$ cat config.mk
export PLATFORM = sky130hd
export DESIGN_NAME = vpred_writeback
export DESIGN_NICKNAME = d
export VERILOG_FILES = /design/src/rtl/vpred_pkg.sv /design/src/rtl/vpred_mask.sv /design/src/rtl/vpred_cmp.sv /design/src/rtl/vpred_lane_ram.sv /design/src/rtl/vpred_writeback.sv
export SDC_FILE = /design/constraint.sdc
export NUM_CORES = 2
export LEC_CHECK = 0
export BUFFER_PORTS_ARGS = -buffer_cell sky130_fd_sc_hd__buf_4
export CORE_ASPECT_RATIO = 2
export CORE_UTILIZATION = 45
export CTS_CLUSTER_SIZE = 14
export DETAILED_ROUTE_END_ITERATION = 10
export GPL_TIMING_DRIVEN = 1
export PLACE_DENSITY = 0.62
export SYNTH_ARGS = -nofsm -noshare
export SYNTH_HDL_FRONTEND = slang
export SYNTH_SLANG_ARGS = --single-unit
$ cat constraint.sdc
create_clock -name clk -period 10.1 [get_ports clk]
set_input_delay 0 -clock clk [delete_from_list [all_inputs] [get_ports clk]]
set_output_delay 0 -clock clk [all_outputs]
set_load 0.02 [all_outputs]
$ cat src/rtl/vpred_pkg.sv
`timescale 1ns/1ps
package vpred_pkg;
  localparam int LANES = 4;

  localparam logic [1:0] CLS_ALU  = 2'd0;
  localparam logic [1:0] CLS_FLOW = 2'd1;
  localparam logic [1:0] CLS_SETP = 2'd2;
  localparam logic [1:0] CLS_RSVD = 2'd3;

  localparam logic [2:0] SWZ_FULL = 3'd0;
  localparam logic [2:0] SWZ_X    = 3'd1;
  localparam logic [2:0] SWZ_Y    = 3'd2;
  localparam logic [2:0] SWZ_Z    = 3'd3;
  localparam logic [2:0] SWZ_W    = 3'd4;

  localparam logic [2:0] CMP_GT = 3'd0;
  localparam logic [2:0] CMP_LT = 3'd1;
  localparam logic [2:0] CMP_GE = 3'd2;
  localparam logic [2:0] CMP_LE = 3'd3;
  localparam logic [2:0] CMP_EQ = 3'd4;
  localparam logic [2:0] CMP_NE = 3'd5;
endpackage

$ cat src/rtl/vpred_mask.sv
`timescale 1ns/1ps
module vpred_mask
  import vpred_pkg::*;
(
  input  logic [LANES-1:0] pred_i,
  input  logic [LANES-1:0] wmask_i,
  input  logic             pen_i,
  input  logic             pinv_i,
  input  logic [2:0]       pswz_i,
  output logic [LANES-1:0] en_o,
  output logic             swz_ok_o
);
  logic [LANES-1:0] sel;
  logic [LANES-1:0] sel_pol;

  always_comb begin
    swz_ok_o = 1'b1;
    case (pswz_i)
      SWZ_FULL: sel = pred_i;
      SWZ_X:    sel = {LANES{pred_i[0]}};
      SWZ_Y:    sel = {LANES{pred_i[1]}};
      SWZ_Z:    sel = {LANES{pred_i[2]}};
      SWZ_W:    sel = {LANES{pred_i[3]}};
      default: begin
        sel      = '0;
        swz_ok_o = 1'b0;
      end
    endcase
    sel_pol = pinv_i ? ~sel : sel;
    en_o    = pen_i ? (wmask_i & sel_pol) : wmask_i;
  end
endmodule

$ cat src/rtl/vpred_cmp.sv
`timescale 1ns/1ps
module vpred_cmp
  import vpred_pkg::*;
#(
  parameter int W = 32
) (
  input  logic [LANES*W-1:0] a_i,
  input  logic [LANES*W-1:0] b_i,
  input  logic [2:0]         op_i,
  input  logic [LANES-1:0]   wmask_i,
  input  logic [LANES-1:0]   pred_cur_i,
  output logic [LANES-1:0]   pred_nxt_o,
  output logic               op_ok_o
);
  logic [LANES-1:0] hit;

  for (genvar g = 0; g < LANES; g++) begin : g_lane
    logic signed [W-1:0] av;
    logic signed [W-1:0] bv;
    assign av = a_i[g*W +: W];
    assign bv = b_i[g*W +: W];
    always_comb begin
      case (op_i)
        CMP_GT:  hit[g] = av >  bv;
        CMP_LT:  hit[g] = av <  bv;
        CMP_GE:  hit[g] = av >= bv;
        CMP_LE:  hit[g] = av <= bv;
        CMP_EQ:  hit[g] = av == bv;
        CMP_NE:  hit[g] = av != bv;
        default: hit[g] = 1'b0;
      endcase
    end
  end

  assign op_ok_o    = (op_i <= CMP_NE);
  assign pred_nxt_o = (wmask_i & hit) | (~wmask_i & pred_cur_i);
endmodule

$ cat src/rtl/vpred_lane_ram.sv
`timescale 1ns/1ps
module vpred_lane_ram #(
  parameter int W     = 32,
  parameter int DEPTH = 16,
  localparam int AW   = $clog2(DEPTH)
) (
  input  logic          clk,
  input  logic          rst,
  input  logic          we_i,
  input  logic [AW-1:0] waddr_i,
  input  logic [W-1:0]  wdata_i,
  input  logic [AW-1:0] raddr_i,
  output logic [W-1:0]  rdata_o
);
  logic [W-1:0] mem [DEPTH];

  always_ff @(posedge clk) begin
    if (we_i) mem[waddr_i] <= wdata_i;
  end

  always_ff @(posedge clk) begin
    if (rst) rdata_o <= '0;
    else     rdata_o <= mem[raddr_i];
  end
endmodule

$ cat src/rtl/vpred_writeback.sv
`timescale 1ns/1ps
module vpred_writeback
  import vpred_pkg::*;
#(
  parameter int W    = 32,
  parameter int NREG = 16,
  localparam int AW  = $clog2(NREG),
  localparam int VW  = LANES * W
) (
  input  logic             clk,
  input  logic             rst,
  input  logic             vld_i,
  input  logic [1:0]       cls_i,
  input  logic [AW-1:0]    dst_i,
  input  logic [LANES-1:0] wmask_i,
  input  logic             pen_i,
  input  logic             pinv_i,
  input  logic [2:0]       pswz_i,
  input  logic [2:0]       cmp_i,
  input  logic [VW-1:0]    res_i,
  input  logic [VW-1:0]    opb_i,
  input  logic [AW-1:0]    rd_idx_i,
  output logic [VW-1:0]    rd_data_o,
  output logic [LANES-1:0] pred_o,
  output logic             err_o
);
  logic [LANES-1:0] pred_q;
  logic [LANES-1:0] lane_en;
  logic [LANES-1:0] lane_we;
  logic [LANES-1:0] pred_nxt;
  logic             swz_ok;
  logic             op_ok;
  logic             err_now;
  logic             is_alu;
  logic             is_setp;

  vpred_mask u_mask (
    .pred_i   (pred_q),
    .wmask_i  (wmask_i),
    .pen_i    (pen_i),
    .pinv_i   (pinv_i),
    .pswz_i   (pswz_i),
    .en_o     (lane_en),
    .swz_ok_o (swz_ok)
  );

  vpred_cmp #(.W(W)) u_cmp (
    .a_i        (res_i),
    .b_i        (opb_i),
    .op_i       (cmp_i),
    .wmask_i    (wmask_i),
    .pred_cur_i (pred_q),
    .pred_nxt_o (pred_nxt),
    .op_ok_o    (op_ok)
  );

  assign is_alu  = (cls_i == CLS_ALU);
  assign is_setp = (cls_i == CLS_SETP);

  always_comb begin
    err_now = 1'b0;
    if (vld_i) begin
      if (cls_i == CLS_RSVD)      err_now = 1'b1;
      if (pen_i && !is_alu)       err_now = 1'b1;
      if (pen_i && !swz_ok)       err_now = 1'b1;
      if (is_setp && !op_ok)      err_now = 1'b1;
    end
  end

  assign lane_we = (vld_i && is_alu && !err_now) ? lane_en : '0;

  for (genvar g = 0; g < LANES; g++) begin : g_ram
    vpred_lane_ram #(.W(W), .DEPTH(NREG)) u_ram (
      .clk     (clk),
      .rst     (rst),
      .we_i    (lane_we[g]),
      .waddr_i (dst_i),
      .wdata_i (res_i[g*W +: W]),
      .raddr_i (rd_idx_i),
      .rdata_o (rd_data_o[g*W +: W])
    );
  end

  always_ff @(posedge clk) begin
    if (rst) begin
      pred_q <= '0;
      err_o  <= 1'b0;
    end else begin
      err_o <= err_now;
      if (vld_i && is_setp && !err_now) pred_q <= pred_nxt;
    end
  end

  assign pred_o = pred_q;


  pred_only_setp_chk: assert property (@(posedge clk) disable iff (rst)
    !(vld_i && is_setp) |=> $stable(pred_o));


  flow_pred_err_chk: assert property (@(posedge clk) disable iff (rst)
    (vld_i && pen_i && cls_i == CLS_FLOW) |=> err_o);


  bad_swz_err_chk: assert property (@(posedge clk) disable iff (rst)
    (vld_i && pen_i && pswz_i > SWZ_W) |=> err_o);


  we_only_alu_chk: assert property (@(posedge clk) disable iff (rst)
    (lane_we != '0) |-> (vld_i && is_alu));


  false_pred_blocks_chk: assert property (@(posedge clk) disable iff (rst)
    (vld_i && pen_i && !pinv_i && pswz_i == SWZ_FULL && pred_o == '0) |-> (lane_we == '0));


  bad_cmp_hold_chk: assert property (@(posedge clk) disable iff (rst)
    (vld_i && is_setp && cmp_i > CMP_NE) |=> (err_o && $stable(pred_o)));
endmodule

==> out/metrics.cfg <==
[cts]
clk_pin_slew_ns = 0.07
clock_path_buffers = 4
cts_hold_buf = 161
cts_tree = yes
cts_sinks = 2181
clockRootBuffer = clkbuf_16
post_cts_resized = 0
cts_buffers = 196
post_cts_buffers = 0
insertion_delay_ns = 0.83
htreeDepth = 4

[placement]
portBuffers = 413
placedCellCount = 6550
detailed_place_hpwl_um = 117800
post_dp_cell_area_um2 = 90880
gp_congestion = 0.7762
pre_cts_ws_ns = 5.975

[route]
via_count = 40530
viasPerCell = 5.736
ant_nets = 0
wl_per_cell_um = 29.93
drtIter0Drc = 3460
dr.pass1.iters = 5
drcViolationCount = 0
drt-total-wl_um = 211400

[synth]
seq_area_frac_synth_pct = 76.26
synth_ff_type = edfxtp_1
yosysUniqueCellTypes = 52
ys_seq_elements = 2181
synthTopCellsByArea = edfxtp_1 (73%), mux4_2 (17%), dfxtp_1 (3.2%)
yosysMostFrequentCell = edfxtp_1
synth_top_area_cell = edfxtp_1
netlist_area_um2 = 84140
yosysTopAreaCellShare_pct = 73.09
synth_cells = 3723
syn_avg_cell_area_um2 = 22.60
synth-async-reset-ratio_pct = 0
syn_nets = 4132
ys_warn_count = 0
synth_edf_count = 2048
synthTopCellsByCount = edfxtp_1 (2048), mux4_2 (640), nor2b_1 (136), inv_1 (134), dfxtp_1 (133)

[sta]
fin_tns_setup_ns = 0
hold_slack_ns = 0.04826
tightest_slew_ns = 1.107
drv_slew = 0
hold_viol = 0
rsz0062_at_grt = no
slew_headroom_pct = 25.51
max_freq_ghz = 0.2609
worst_clock_skew_ns = 0.05754
post-route-min-period_ns = 3.834
setup_ws_ns = 6.266
period_share_pct = 37.96
setup_viol = 0

[worst_setup_path]
reg2reg_to = g_ram[3].u_ram.mem[7][20]
critPathCaptureType = register
worstPathRequired_ns = 10.84
startpoint_type = input pin
worstSetupPathType = in2reg
cp.arrival_ns = 4.58
crit_fanout = 17
reg2reg_slack_ns = 6.49
reg2reg_depth = 8

[hold_path]
whs_endpoint = g_ram[1].u_ram.mem[4][0]
holdCritPathClass = in2reg
min_from = res_i[32]
min_path_cells = 2

[floorplan]
start_util_pct = 45.28
dieArea_um2 = 188800
ios = 414
die_w_um = 307.8
rows = 224
die_h_um = 613.5
core_area_um2 = 185800

[power_and_ir_drop]
power.density_nw_per_um2 = 184.8
p_leak_nw = 32.30
ir_worst_vdd_uv = 141.6
total_power_mw = 18.20

[global_route]
grt_max_degree = 133
grt-ovfl-total = 0
grt_usage_pct = 22.58
grt_pass1_vias = 42690
grt_pass1_wl_um = 300400
antenna_found_initial = 20

[finish]
drive_gt1_share_pct = 32.07
fin_util_pct = 53.00
syn2layout_area_growth_pct = 17.06
nets = 4832
stdcell_count = 7065
fin_area_um2 = 98490

[outcome]
status = finished clean

[flow_run]
cap_violations = 0

==> power by group <==
group	leakage [nW]	switching, mW	internal (mW)	total (mW)
combinational	9.88	0.586	0.510	1.10
clock	2.90	3.17	3.96	7.13
sequential	19.5	0.0365	9.93	9.97
total	32.3	3.80	14.4	18.2
==> kinds of logic (layout without fill, tap and decap cells) <==
family                     count (synthesis)  in the layout  synth area share [%]
and+or+nand+nor                          345            345                 2.188
adders and majority gates                128            128                 1.903
xor gates and xnor gates                   6              6               0.06247
DFF                                     2181           2181                 76.26
AOI/OAI and AO/OA                        120            120                0.9087
buffers and inverters                    296           1144                 1.462
muxes                                    647            647                 17.22
other                                      0              8                     0
==> worst max-delay path, stage by stage <==
cell           delay (ns)
dlygate4sd3_1        0.60
buf_4                0.24
ha_1                 0.32
nand4_1              0.29
nor4_1               0.93
a21oi_1              0.19
nor2_1               0.14
a41oi_1              0.12
or4b_1               0.53
dlygate4sd3_1        0.57
nand3_1              0.08
dlygate4sd3_1        0.55
==> metal layers <==
metal	track usage (%)	part of all wire, %	up-vias
met4	6.376	2.6	22
met1	27.92	37	21820
met5	0	0.071	-
met3	4.566	7.4	321
met2	39.99	53	1435
li1	-	-	16930
==> cell usage in the layout, fill, tap and decap left out, drive strengths merged, types with 4 or more instances in the layout <==
cell / n
a21oi: 56
ha: 128
nor4: 6
nand2b: 4
clkbuf: 302
nor2: 72
nand4: 28
o21ai: 10
edfxtp: 2048
nor3: 9
buf: 502
diode: 8
mux4: 640
and4: 4
bufinv: 8
dfxtp: 133
inv: 136
nor2b: 136
mux2i: 5
nand2: 42
clkinv: 32
o211ai: 4
dlygate4sd3: 161
a21o: 19
nand3: 35
==> final cells by class <==
class	instances	area (µm²)
Fill cell	14470	87330
Sequential cell	2181	64160
Multi-Input combinational cell	1246	19240
Clock buffer	301	5512
Timing Repair Buffer	664	5470
Tap cell	2486	3110
Inverter	134	503.0
Clock inverter	45	466.7
Antenna cell	8	20.02
==> worst max-delay path by stage <==
stage / startpoint / end / depth (start not counted)
3_5_place_dp: rd_idx_i[0] / g_ram[2].u_ram.rdata_o[5] / 6
6_report: res_i[87] / register / 12
2_1_floorplan: register / g_ram[2].u_ram.mem[11][0] / 8
3_3_place_gp: rd_idx_i[0] / g_ram[0].u_ram.rdata_o[22] / 6
4_1_cts: res_i[87] / register / 11
5_1_grt: res_i[93] / register / 11
==> flip-flops by register name (all words and copies together) (netlist names), named ones only <==
register / flops
g_ram.u_ram.rdata_o: 128
g_ram.u_ram.mem: 2048
err_o: 1
(Power assumes the default switching activity.)
